## src/rtl/irq_pkg.sv

```systemverilog
package irq_pkg;
  typedef enum logic [1:0] {
    LVL_OFF = 2'd0,
    LVL_1   = 2'd1,
    LVL_2   = 2'd2,
    LVL_3   = 2'd3
  } lvl_e;

  localparam logic [1:0] ADDR_CTL  = 2'd0;
  localparam logic [1:0] ADDR_PEND = 2'd1;
  localparam logic [1:0] ADDR_PRIO = 2'd2;
endpackage

```

## src/rtl/irq_req_bank.sv

```systemverilog
module irq_req_bank #(
  parameter int N_SRC = 16
) (
  input  logic             clk_i,
  input  logic             rst_ni,
  input  logic [N_SRC-1:0] pulse_i,
  input  logic             sw_we_i,
  input  logic [N_SRC-1:0] sw_keep_i,
  input  logic [N_SRC-1:0] ack_clr_i,
  output logic [N_SRC-1:0] pend_o
);
  logic [N_SRC-1:0] pend_q, keep_mask;

  // write of 0 clears, write of 1 keeps
  assign keep_mask = sw_we_i ? sw_keep_i : '1;

  always_ff @(posedge clk_i or negedge rst_ni) begin
    if (!rst_ni) pend_q <= '0;
    else         pend_q <= (pend_q & keep_mask & ~ack_clr_i) | pulse_i; // set wins
  end

  assign pend_o = pend_q;
endmodule

```

## src/rtl/irq_gie_ctl.sv

```systemverilog
module irq_gie_ctl (
  input  logic clk_i,
  input  logic rst_ni,
  input  logic set_i,
  input  logic clr_i,
  output logic gie_o
);
  logic gie_q;

  always_ff @(posedge clk_i or negedge rst_ni) begin
    if (!rst_ni)    gie_q <= 1'b0;
    else if (clr_i) gie_q <= 1'b0;  // clear events dominate
    else if (set_i) gie_q <= 1'b1;
  end

  assign gie_o = gie_q;
endmodule

```

## src/rtl/irq_arbiter.sv

```systemverilog
module irq_arbiter
  import irq_pkg::*;
#(
  parameter int N_SRC = 16,
  localparam int IDX_W = $clog2(N_SRC)
) (
  input  logic [N_SRC-1:0]   pend_i,
  input  logic [2*N_SRC-1:0] prio_i,
  output logic               valid_o,
  output logic [IDX_W-1:0]   idx_o
);
  localparam int N_LVL = 3;

  logic [N_SRC-1:0] lvl_mask [N_LVL+1];
  logic [IDX_W-1:0] lvl_idx  [N_LVL+1];
  logic [N_LVL:0]   lvl_any;

  function automatic logic [IDX_W-1:0] lowest_set(input logic [N_SRC-1:0] v);
    logic [IDX_W-1:0] r;
    r = '0;
    for (int i = N_SRC - 1; i >= 0; i--) if (v[i]) r = IDX_W'(i);
    return r;
  endfunction

  assign lvl_mask[0] = '0;
  assign lvl_idx[0]  = '0;
  assign lvl_any[0]  = 1'b0;

  for (genvar g = 1; g <= N_LVL; g++) begin : g_lvl
    for (genvar s = 0; s < N_SRC; s++) begin : g_src
      assign lvl_mask[g][s] = pend_i[s] && (prio_i[2*s +: 2] == 2'(g));
    end
    assign lvl_any[g] = |lvl_mask[g];
    assign lvl_idx[g] = lowest_set(lvl_mask[g]);
  end

  always_comb begin
    valid_o = 1'b0;
    idx_o   = '0;
    if (lvl_any[LVL_3]) begin
      valid_o = 1'b1; idx_o = lvl_idx[LVL_3];
    end else if (lvl_any[LVL_2]) begin
      valid_o = 1'b1; idx_o = lvl_idx[LVL_2];
    end else if (lvl_any[LVL_1]) begin
      valid_o = 1'b1; idx_o = lvl_idx[LVL_1];
    end
  end
endmodule

```

## src/rtl/prio_irq_ctrl.sv

```systemverilog
module prio_irq_ctrl
  import irq_pkg::*;
#(
  parameter int N_SRC = 16,
  localparam int IDX_W = $clog2(N_SRC),
  localparam int REG_W = 2 * N_SRC
) (
  input  logic             clk_i,
  input  logic             rst_ni,
  input  logic [N_SRC-1:0] src_pulse_i,
  input  logic             nmi_i,
  input  logic             reg_we_i,
  input  logic [1:0]       reg_addr_i,
  input  logic [REG_W-1:0] reg_wdata_i,
  output logic [REG_W-1:0] reg_rdata_o,
  input  logic             di_i,
  input  logic             trap_i,
  input  logic             ack_i,
  output logic             irq_o,
  output logic [IDX_W-1:0] irq_idx_o,
  output logic             irq_nmi_o
);
  logic [N_SRC-1:0] pend_q, ack_clr;
  logic [REG_W-1:0] prio_q;
  logic             gie_q, nmi_pend_q;
  logic             win_valid;
  logic [IDX_W-1:0] win_idx;
  logic             irq_q, sel_nmi_q;
  logic [IDX_W-1:0] sel_idx_q;
  logic             hold_ok, ack_fire;
  logic             wr_ctl, wr_pend, wr_prio;

  assign wr_ctl  = reg_we_i && (reg_addr_i == ADDR_CTL);
  assign wr_pend = reg_we_i && (reg_addr_i == ADDR_PEND);
  assign wr_prio = reg_we_i && (reg_addr_i == ADDR_PRIO);

  assign ack_fire = ack_i && irq_o;
  assign ack_clr  = (ack_fire && !sel_nmi_q) ? (N_SRC'(1) << sel_idx_q) : '0;

  irq_req_bank #(.N_SRC(N_SRC)) u_bank (
    .clk_i     (clk_i),
    .rst_ni    (rst_ni),
    .pulse_i   (src_pulse_i),
    .sw_we_i   (wr_pend),
    .sw_keep_i (reg_wdata_i[N_SRC-1:0]),
    .ack_clr_i (ack_clr),
    .pend_o    (pend_q)
  );

  irq_gie_ctl u_gie (
    .clk_i  (clk_i),
    .rst_ni (rst_ni),
    .set_i  (wr_ctl && reg_wdata_i[0]),
    .clr_i  ((wr_ctl && !reg_wdata_i[0]) || ack_fire || trap_i || di_i),
    .gie_o  (gie_q)
  );

  irq_arbiter #(.N_SRC(N_SRC)) u_arb (
    .pend_i  (pend_q),
    .prio_i  (prio_q),
    .valid_o (win_valid),
    .idx_o   (win_idx)
  );

  always_ff @(posedge clk_i or negedge rst_ni) begin
    if (!rst_ni)      prio_q <= '0;
    else if (wr_prio) prio_q <= reg_wdata_i;
  end

  always_ff @(posedge clk_i or negedge rst_ni) begin
    if (!rst_ni)                       nmi_pend_q <= 1'b0;
    else if (nmi_i)                    nmi_pend_q <= 1'b1;
    else if (ack_fire && sel_nmi_q)    nmi_pend_q <= 1'b0;
  end

  // presented request stays valid only while its condition still holds
  assign hold_ok = sel_nmi_q ? nmi_pend_q
                 : (gie_q && pend_q[sel_idx_q] && (prio_q[2*sel_idx_q +: 2] != LVL_OFF));

  always_ff @(posedge clk_i or negedge rst_ni) begin
    if (!rst_ni) begin
      irq_q     <= 1'b0;
      sel_nmi_q <= 1'b0;
      sel_idx_q <= '0;
    end else if (ack_fire) begin
      irq_q <= 1'b0;
    end else if (!irq_o) begin
      irq_q     <= nmi_pend_q || (gie_q && win_valid);
      sel_nmi_q <= nmi_pend_q;
      sel_idx_q <= nmi_pend_q ? '0 : win_idx;
    end
  end

  assign irq_o     = irq_q && hold_ok;
  assign irq_idx_o = sel_idx_q;
  assign irq_nmi_o = irq_o && sel_nmi_q;

  always_comb begin
    unique case (reg_addr_i)
      ADDR_CTL:  reg_rdata_o = REG_W'(gie_q);
      ADDR_PEND: reg_rdata_o = REG_W'(pend_q);
      ADDR_PRIO: reg_rdata_o = prio_q;
      default:   reg_rdata_o = '0;
    endcase
  end
endmodule

```

## config.mk

```make
export PLATFORM = sky130hd
export DESIGN_NAME = prio_irq_ctrl
export DESIGN_NICKNAME = d
export VERILOG_FILES = /design/src/rtl/irq_pkg.sv /design/src/rtl/irq_req_bank.sv /design/src/rtl/irq_gie_ctl.sv /design/src/rtl/irq_arbiter.sv /design/src/rtl/prio_irq_ctrl.sv
export SDC_FILE = /design/constraint.sdc
export NUM_CORES = 1
export LEC_CHECK = 0
export BUFFER_PORTS_ARGS = -buffer_cell sky130_fd_sc_hd__buf_2
export CAP_MARGIN = 20
export CELL_PAD_IN_SITES_DETAIL_PLACEMENT = 1
export CELL_PAD_IN_SITES_GLOBAL_PLACEMENT = 1
export CORE_ASPECT_RATIO = 0.6
export CORE_MARGIN = 8
export CORE_UTILIZATION = 40
export DETAILED_ROUTE_END_ITERATION = 10
export PLACE_DENSITY_LB_ADDON = 0.1
export SLEW_MARGIN = 0
export SYNTH_ARGS = -nofsm -noshare
export SYNTH_HDL_FRONTEND = slang
export SYNTH_SLANG_ARGS = --single-unit
```

## constraint.sdc

```tcl
create_clock -name clk_i -period 2.7 [get_ports clk_i]
set_input_delay 0.405 -clock clk_i [delete_from_list [all_inputs] [get_ports clk_i]]
set_output_delay 0.405 -clock clk_i [all_outputs]
set_load 0.01 [all_outputs]
```

==> results.toml, run 1 <==
[setup_path]
reg2regPathDepth = 8
cp_slowest_cell = "mux4_2"
setup.worst_path.start_class = "flip-flop"
path_max_fanout = 6
crit_chain = "o21ai_0, mux4_2, mux2_2, o22ai_4, or2_1, buf_2"
worstReg2RegStart = "u_bank.pend_o[4]$_DFF_PN0_"
worstPathArrival_ns = 2.17
path_class = "flip-flop to output port"
reg2reg_setup_slack_ns = 0.16
crit_family = "multiplexers"
path_buf_inv = 1
max_stage_delay_ns = 0.53
cp.required_ns = 2.30
end_kind = "output port"
r2r_end = "u_bank.pend_o[13]$_DFF_PN0_"

[sta]
max-slew-margin-rel_pct = 48.87
setup_violations = 0
worst_slew_pin_slew_ns = 0.7670
finalSetupTns_ns = 0
slew_viol_final = 0
fmax_mhz = 388.7
rsz0062_at_grt = "no"
skew_ns = 0.008860
hold_viol_final = 0
setup_ws_ns = 0.1272
period_needed_ns = 2.573
fin_crit_sh_pct = 95.29

[clocking]
clkSinkCount = 56
clkTransAtPathRegs_ns = 0.08
h-tree-depth = 2
ctsLongestPathBuffers = 2
cts_tree = "built"
cts_buffers = 5
worstSkewPairLatency_ns = 0.31
cts_root_buf = "clkbuf_16"

[run_status]
outcome = "completed"

[pwr]
vdd_drop_max_mv = 0.3894
p_clk_share_pct = 24.8
net-switching-power_mw = 1.195
power_density_nw_per_um2 = 676.0
pwr-share-seq_pct = 38.0
switching_share_pct = 38.40
p_int_mw = 1.916
p_leak_nw = 2.072
power_mw = 3.111
pwr-share-comb_pct = 37.2

[placement]
place_ws_ns = 0.1359
dp_hpwl_mm = 11.70
portBuffers = 94
gp_congestion = 0.9229

[synthesis]
yosys.cell_types.count = 58
synth_top_area_cell = "dfrtp_1"
ys_seq_elements = 56
yosysTopAreaCellShare_pct = 37.66
syn_area_um2 = 3721
synthesis.yosys.warnings = 0
synthTopCellsByCount = "dfrtp_1, nand3b_1, mux2_2, nand2_1, o21ai_0"
synthArstFlopShare_pct = 100.0
yosysMostFrequentCell = "dfrtp_1"
yosysSeqAreaShare_pct = 37.66
synth_edf_count = 0
avgSynthCellArea_um2 = 9.566
synth_area_leaders = "dfrtp_1, mux2_2, nand3b_1"
syn_nets = 446
synth-main-ff-cell = "dfrtp_1"
netlist_instances = 389

[global_routing]
grt_max_degree = 33
antenna_found_initial = 0
track_usage_pct = 23.05
grt_pass1_vias = 3799
grt-ovfl-total = 0
grt_pass1_wl_mm = 22.85

[die]
ios = 95
coreArea_um2 = 9121
start_util_pct = 40.80
die_h_um = 90.71
die_area_um2 = 12750
fp.dieW_um = 140.5
row_count = 27

[routing]
drt_first_iter_violations = 374
dr_total_vias = 3813
via_per_inst = 6.230
antenna_left = 0
drtPass1Iterations = 5
drc = 0
wl_mm = 14.64
post_drt_wl_per_cell_um = 23.93

[cells_and_area]
fillers = 1085
syn_to_final_growth_pct = 23.67
nets = 552
antenna_cells = 0
drive_gt1_share_pct = 34.07

[run]
max_cap_violations = 0

[min_path]
min_path_type = "input port to asynchronous set/reset pin"
==> power groups by stage <==
stage	sequential, mW	clock, mW	combinational [mW]
floorplan	1.10	0	0.754
global placement	1.17	0	1.11
detailed placement	1.19	0	1.13
CTS	1.17	0.782	1.14
global route	1.20	0.813	1.25
finish	1.18	0.772	1.16
==> what timing repair did <==
action                                  4_1_cts  5_1_grt
endpoints found under the setup margin        1        1
gates resized for setup                       0        1
pin swaps                                     1        1
hold buffers                                  0        0
setup buffers                                 1        0
==> cell families (layout without fill, tap and decap cells) <==
kind of cell,after synthesis,count (layout),synth area share (%)
AND/OR/NAND/NOR,177,177,28.51
AO/OA/AOI/OAI,97,97,19.54
flip-flops,56,56,37.66
multiplexers,37,37,11.74
buffers and inverters,22,129,2.556
==> final cells by class <==
| type | instances | area (µm²) | area share [%] |
|---|---|---|---|
| well taps | 116 | 145.1 | 3.154 |
| clock inverters | 2 | 38.79 | 0.8429 |
| flip-flops and latches | 56 | 1403 | 30.48 |
| multi-input cells | 311 | 2227 | 48.40 |
| inverters | 7 | 26.28 | 0.5710 |
| clock buffers | 6 | 128.9 | 2.800 |
| repair buffers | 114 | 633.1 | 13.76 |
==> metrics by stage <==
| stage | hold slack (ns) | area [µm²] | util (%) | std cells |
|---|---|---|---|---|
| after global placement | 0.5029 | 4425 | 48.52 | 603 |
| after detailed placement | 0.5094 | 4425 | 48.52 | 603 |
| after global routing | 0.2091 | 4602 | 50.45 | 612 |
| after CTS | 0.1837 | 4601 | 50.44 | 612 |
| final | 0.1622 | 4602 | 50.45 | 612 |
| after floorplan | 0.1094 | 3721 | - | 389 |
==> how the worst max path moves through the flow <==
| stage | startpoint | endpoint | cells after the start | slack [ns] |
|---|---|---|---|---|
| after detailed placement | irq_idx_o[1]$_DFFE_PN0P_ | u_bank.pend_o[13]$_DFF_PN0_ | 7 | 0.14 |
| after CTS | irq_idx_o[1]$_DFFE_PN0P_ | irq_o | 6 | 0.09 |
| after global routing | u_bank.pend_o[8]$_DFF_PN0_ | irq_o | 6 | 0.03 |
| after floorplan | irq_idx_o[1]$_DFFE_PN0P_ | irq_o | 6 | 0.50 |
| final | u_bank.pend_o[4]$_DFF_PN0_ | irq_o | 6 | 0.13 |
| after global placement | irq_idx_o[1]$_DFFE_PN0P_ | u_bank.pend_o[13]$_DFF_PN0_ | 6 | 0.21 |
==> flip-flops by register name, indices dropped and copies added, names as in the netlist <==
name           count
nmi_pend_q         1
u_gie.gie_o        1
sel_nmi_q          1
irq_q              1
irq_idx_o          4
prio_q            32
u_bank.pend_o     16
==> placed cells by master (no fill, tap or decap), types with 3 or more instances in the layout <==
cell type  count
and3_1         3
nand4b_1       3
buf_2         94
a31oi_1        5
o21ai_0       23
a22o_1        15
a21oi_1        7
nand2_1       25
nand4_1       11
o211ai_1       7
nand3_1       19
inv_1          7
buf_4         19
nand3b_1      35
and2_1        17
or2_2          3
nor2b_1        7
clkbuf_16      5
nand2b_1      16
o311ai_0       3
dfrtp_1       55
nor2_1        20
o21bai_1       3
and3b_1        3
mux2_2        33
o221ai_1      13
==> per-layer routing <==
layer  up-vias  part of all wire (%)  global-route usage [%]
met5         -                     0                       0
met4         0                   1.0                   3.737
met3        17                   8.6                   7.388
met2       169                    41                   31.91
met1      1924                    50                   34.09
li1       1703                     -                       -
==> worst reg2reg max path, delay by kind of cell, from the launching register on <==
| family | cells | cell delay (ns) |
|---|---|---|
| multiplexers | 2 | 0.85 |
| AND/OR/NAND/NOR | 2 | 0.37 |
| buffers and inverters | 1 | 0.19 |
| AO/OA/AOI/OAI | 3 | 0.53 |
| flip-flops | 1 | 0.44 |
Power figures use the tool's default switching activity.
==> inputs of run 2 (changes only) <==
--- a/config.mk
+++ b/config.mk
@@ -10,8 +10,8 @@
 export CELL_PAD_IN_SITES_DETAIL_PLACEMENT = 1
 export CELL_PAD_IN_SITES_GLOBAL_PLACEMENT = 1
 export CORE_ASPECT_RATIO = 0.6
-export CORE_MARGIN = 8
-export CORE_UTILIZATION = 40
+export CORE_MARGIN = 2
+export CORE_UTILIZATION = 37
 export DETAILED_ROUTE_END_ITERATION = 10
 export PLACE_DENSITY_LB_ADDON = 0.1
 export SLEW_MARGIN = 0
==> constraint.sdc (replaced) <==
create_clock -name clk_i -period 2.2 [get_ports clk_i]
set_input_delay 0.33 -clock clk_i [delete_from_list [all_inputs] [get_ports clk_i]]
set_output_delay 0.33 -clock clk_i [all_outputs]
set_load 0.01 [all_outputs]
==> run 2 against run 1 <==
Compared with the run above:
- the flow now finishes with violations (negative setup slack)
- worst setup slack worse by 0.30 ns
- worst hold slack better by 0.0014 ns
- first-iteration DRC count is 13% lower
- largest power group is now combinational logic
- via count is 8.4% higher
- highest routed layer unchanged
- die area is 14% lower
- clock skew is 0.0013 ns higher
- non-clock buffer count is 78 higher
- critical path type is now flip-flop to flip-flop
- clock power is 8.7% higher
- total power is 37% higher
- cell area is 18% higher
- final cell count is 16% higher
- global-route usage is 6.6 points higher
==> results.toml, run 2 (synthesis results as in run 1) <==
[run_status]
outcome = "finished, violations left"
violations = "negative setup slack"

[clocking]
worstSkewPairLatency_ns = 0.31
cts_buffers = 5
cts_tree = "built"
h-tree-depth = 2
clkSinkCount = 56
ctsLongestPathBuffers = 2
clkTransAtPathRegs_ns = 0.07
cts_root_buf = "clkbuf_16"

[setup_path]
path_max_fanout = 7
worstPathArrival_ns = 2.56
path_class = "flip-flop to flip-flop"
endpoint = "u_bank.pend_o[13]$_DFF_PN0_"
cp.required_ns = 2.38
reg2reg_setup_slack_ns = -0.18
worstReg2RegStart = "prio_q[8]$_DFFE_PN0P_"
end_kind = "flip-flop"
crit_start = "prio_q[8]$_DFFE_PN0P_"
reg2regPathDepth = 10
r2r_end = "u_bank.pend_o[13]$_DFF_PN0_"
setup.worst_path.start_class = "flip-flop"

[placement]
portBuffers = 94
gp_congestion = 0.9135
dp_hpwl_mm = 12.57
place_area_um2 = 4925

[die]
die_area_um2 = 10900
coreArea_um2 = 9809
die_h_um = 81.68
row_count = 28
ios = 95
start_util_pct = 37.93
fp.dieW_um = 133.5

[cells_and_area]
layout_commonest_cell = "buf_2"
drive_gt1_share_pct = 49.30
fin_area_um2 = 5414
nets = 630
top_register = "prio_q"
fin_util_pct = 55.19
final_cell_mix = "buf_2, buf_4, dfrtp_1"
largest_register_ffs = 32
syn_to_final_growth_pct = 45.49
antenna_cells = 0

[global_routing]
grt_max_degree = 57
antenna_found_initial = 0
grt_pass1_wl_mm = 23.87
grt_pass1_vias = 4127
track_usage_pct = 29.70
grt-ovfl-total = 0

[pwr]
pwr-share-seq_pct = 31.7
vdd_drop_max_mv = 0.3491
net-switching-power_mw = 1.694
pwr-share-comb_pct = 48.7
p_clk_share_pct = 19.6
power_mw = 4.277
power_density_nw_per_um2 = 789.9
p_leak_nw = 2.468
p_int_mw = 2.582
switching_share_pct = 39.62

[sta]
setup_violations = 17
slew_viol_final = 0
fin_crit_sh_pct = 108.1
rsz0062_at_grt = "yes"
fin_hold_ws_ns = 0.1636
fmax_mhz = 420.6
period_needed_ns = 2.378
finalSetupTns_ns = -1.592
max-slew-margin-rel_pct = 49.18
setup_ws_ns = -0.1775
hold_viol_final = 0
worst_slew_pin_slew_ns = 0.7623
skew_ns = 0.01015

[routing]
wl_mm = 16.37
post_drt_wl_per_cell_um = 23.09
antenna_left = 0
via_per_inst = 5.832
drt_first_iter_violations = 327
drc = 0
dr_total_vias = 4135
drtPass1Iterations = 5

[run]
max_cap_violations = 0

[min_path]
min_path_type = "input port to asynchronous set/reset pin"
==> run 2: layout make-up <==
cell class | instances | area (µm²)
fillers | 1179 | 4395
multi-input cells | 311 | 2431
flip-flops and latches | 56 | 1406
repair buffers | 192 | 1236
well taps | 135 | 168.9
clock buffers | 6 | 128.9
inverters | 7 | 26.28
clock inverters | 2 | 16.27
==> run 2: worst min-delay path by stage <==
stage,start,end,slack [ns],cells past startpoint
floorplan,rst_ni,irq_idx_o[0]$_DFFE_PN0P_,0.03,0
global placement,di_i,u_gie.gie_o$_DFFE_PN0P_,0.49,2
detailed placement,di_i,u_gie.gie_o$_DFFE_PN0P_,0.50,2
CTS,di_i,u_gie.gie_o$_DFFE_PN0P_,0.19,2
global route,di_i,u_gie.gie_o$_DFFE_PN0P_,0.19,2
finish,rst_ni,prio_q[8]$_DFFE_PN0P_,0.16,2
==> run 2: routing by layer <==
| metal | vias up | part of all wire [%] | GRT usage, % |
|---|---|---|---|
| met3 | 18 | 8.5 | 8.210 |
| met4 | 0 | 0.98 | 4.787 |
| met5 | - | 0 | 0 |
| li1 | 1853 | - | - |
| met1 | 2096 | 49 | 43.43 |
| met2 | 168 | 42 | 44.43 |
==> run 2: metrics by stage <==
stage / worst slack (ns) / std cells
2_1_floorplan: 0.06419 / 389
3_3_place_gp: -0.1271 / 687
3_5_place_dp: -0.2070 / 687
4_1_cts: -0.1517 / 702
5_1_grt: -0.2808 / 709
6_report: -0.1775 / 709
==> run 2: critical path, cell delays in order, from the launching register on <==
cell and delay, ns:
dfrtp_1 0.41, o21ai_2 0.13, mux4_2 0.46, mux2_4 0.30
o22ai_4 0.14, buf_4 0.14, buf_8 0.14, nand3b_1 0.15
buf_6 0.16, o221ai_1 0.14, nand2b_1 0.08
==> run 2: power groups by stage <==
stage	Clock [mW]	Sequential, mW	Combinational, mW
3_5_place_dp	0	1.36	1.82
5_1_grt	0.897	1.37	2.21
2_1_floorplan	0	1.35	0.925
3_3_place_gp	0	1.35	1.78
6_report	0.839	1.35	2.08
4_1_cts	0.846	1.34	1.93
==> run 2: what timing repair did <==
item,4_1_cts,5_1_grt
setup endpoints to repair,23,22
gates resized for setup,30,38
hold buffers,0,0
pin swaps,17,9
buffers inserted,11,7
==> inputs of run 3 (changes only) <==
--- a/config.mk
+++ b/config.mk
@@ -14,6 +14,7 @@
 export CORE_UTILIZATION = 37
 export DETAILED_ROUTE_END_ITERATION = 10
 export PLACE_DENSITY_LB_ADDON = 0.1
+export SETUP_SLACK_MARGIN = 0.05
 export SLEW_MARGIN = 0
 export SYNTH_ARGS = -nofsm -noshare
 export SYNTH_HDL_FRONTEND = slang
==> run 3 against run 2 <==
Compared with the run above:
- the flow still finishes with violations (negative setup slack)
- non-clock buffer count up 3
- clock skew about the same
- cell area increased by 1.5%
- total power rose by 1.1%
- wire length grew 1.6%
- final cell count increased by 0.42%
- critical path type unchanged
- critical path depth is the same
- worst hold slack got worse by 0.0038 ns
- flip-flop and latch count stayed put
- clock power rose by 1%
- register-to-register slack worse by 0.05 ns
- via count increased by 0.53%
==> results.toml, run 3 (synthesis results as in run 1) <==
[cells_and_area]
largest_register_ffs = 32
top_register = "prio_q"
syn_to_final_growth_pct = 47.65
fillers = 1162
multi_input_area_um2 = 2451
antenna_cells = 0
seq_area_um2 = 1414
drive_gt1_share_pct = 51.47
final_cell_mix = "buf_2, buf_4, dfrtp_1"
nets = 633
layout_commonest_cell = "buf_2"

[sta]
rsz0062_at_grt = "yes"
setup_ws_ns = -0.2316
skew_ns = 0.01040
period_needed_ns = 2.432
max-slew-margin-rel_pct = 49.90
hold_viol_final = 0
setup_violations = 16
finalSetupTns_ns = -2.156
fin_crit_sh_pct = 110.5
fmax_mhz = 411.2
slew_viol_final = 0
worst_slew_pin_slew_ns = 0.7514

[routing]
drt_first_iter_violations = 332
wl_mm = 16.63
dr_total_vias = 4157
post_drt_wl_per_cell_um = 23.36
drtPass1Iterations = 5
via_per_inst = 5.838
drc = 0
antenna_left = 0

[global_routing]
grt_pass1_vias = 4133
grt-ovfl-total = 0
grt_pass1_wl_mm = 23.88
antenna_found_initial = 0
grt_max_degree = 57
track_usage_pct = 29.72

[setup_path]
worstReg2RegStart = "u_bank.pend_o[12]$_DFF_PN0_"
path_class = "flip-flop to flip-flop"
reg2regPathDepth = 10
r2r_end = "u_bank.pend_o[13]$_DFF_PN0_"
path_max_fanout = 7
end_kind = "flip-flop"
reg2reg_setup_slack_ns = -0.23
worstPathArrival_ns = 2.62
setup.worst_path.start_class = "flip-flop"
cp.required_ns = 2.39

[run_status]
violations = "negative setup slack"
outcome = "finished, violations left"

[pwr]
switching_share_pct = 39.66
vdd_drop_max_mv = 0.3508
net-switching-power_mw = 1.715
p_clk_share_pct = 19.6
power_mw = 4.323
power_density_nw_per_um2 = 786.9
p_leak_nw = 2.497
p_int_mw = 2.609
pwr-share-comb_pct = 48.8
pwr-share-seq_pct = 31.6

[die]
coreArea_um2 = 9809
row_count = 28
die_area_um2 = 10900
start_util_pct = 37.93
fp.dieW_um = 133.5
die_h_um = 81.68
ios = 95

[clocking]
postCtsHoldBufs = 0
ctsLongestPathBuffers = 2
cts_tree = "built"
clkTransAtPathRegs_ns = 0.07
cts_root_buf = "clkbuf_16"
clkSinkCount = 56
cts_buffers = 5
h-tree-depth = 2
worstSkewPairLatency_ns = 0.31

[placement]
place_ws_ns = -0.2070
gp_congestion = 0.9135
portBuffers = 94
dp_hpwl_mm = 12.57

[min_path]
min_path_type = "input port to asynchronous set/reset pin"

[run]
max_cap_violations = 0
run 3: changes by cell type in the layout (fill, tap and decap cells not counted), sizes merged:
| cell | delta |
|---|---|
| buf | +3 |
run 3: power groups by stage:
| stage | Clock (mW) | Combinational [mW] | Sequential, mW |
|---|---|---|---|
| 2_1_floorplan | 0 | 0.925 | 1.35 |
| 3_3_place_gp | 0 | 1.78 | 1.35 |
| 3_5_place_dp | 0 | 1.82 | 1.36 |
| 4_1_cts | 0.846 | 1.94 | 1.34 |
| 5_1_grt | 0.893 | 2.23 | 1.38 |
| 6_report | 0.848 | 2.11 | 1.36 |
run 3: worst max-delay path by stage:
| stage | startpoint | end | slack [ns] | depth (start not counted) |
|---|---|---|---|---|
| floorplan | irq_idx_o[1]$_DFFE_PN0P_ | u_bank.pend_o[7]$_DFF_PN0_ | 0.06 | 7 |
| global placement | u_bank.pend_o[5]$_DFF_PN0_ | u_bank.pend_o[1]$_DFF_PN0_ | -0.13 | 8 |
| detailed placement | irq_idx_o[1]$_DFFE_PN0P_ | u_bank.pend_o[2]$_DFF_PN0_ | -0.21 | 6 |
| CTS | u_bank.pend_o[15]$_DFF_PN0_ | irq_o | -0.15 | 6 |
| global route | prio_q[8]$_DFFE_PN0P_ | u_bank.pend_o[5]$_DFF_PN0_ | -0.29 | 10 |
| finish | u_bank.pend_o[12]$_DFF_PN0_ | u_bank.pend_o[13]$_DFF_PN0_ | -0.23 | 10 |
run 3: metrics by stage:
step	std cells	instance area [µm²]	utilization [%]	hold slack, ns
global placement	687	4925	50.20	0.4932
finish	712	5494	56.01	0.1598
floorplan	389	3721	-	0.03441
global route	712	5494	56.01	0.1885
CTS	702	5215	53.16	0.1877
detailed placement	687	4925	50.20	0.4979
run 3: worst max-delay path: stages, from the launching register on:
cell	delay [ns]
dfrtp_1	0.45
o21ai_0	0.13
mux4_2	0.47
mux2_4	0.29
o22ai_4	0.15
buf_4	0.15
buf_8	0.13
nand3b_1	0.16
buf_6	0.17
o221ai_1	0.14
nand2b_1	0.08
run 3: metal layers:
layer | global-route usage, % | share of wire, % | up-vias
met5 | 0 | 0 | -
met1 | 43.40 | 49 | 2097
met2 | 44.48 | 42 | 182
li1 | - | - | 1865
met3 | 8.210 | 8.5 | 13
met4 | 4.894 | 0.72 | 0
run 3: repair_timing:
action	4_1_cts	5_1_grt
endpoints found under the hold margin	0	0
setup endpoints to repair	23	23
buffers inserted	11	11
gates resized for setup	34	52
pin swaps	18	21
run 3: final cells by class:
class,count,share of cell area (%)
multi-input combinational,311,44.61
sequential,56,25.73
timing repair buffer,195,23.46
tap,135,3.074
clock buffer,6,2.346
inverter,7,0.4783
clock inverter,2,0.2961
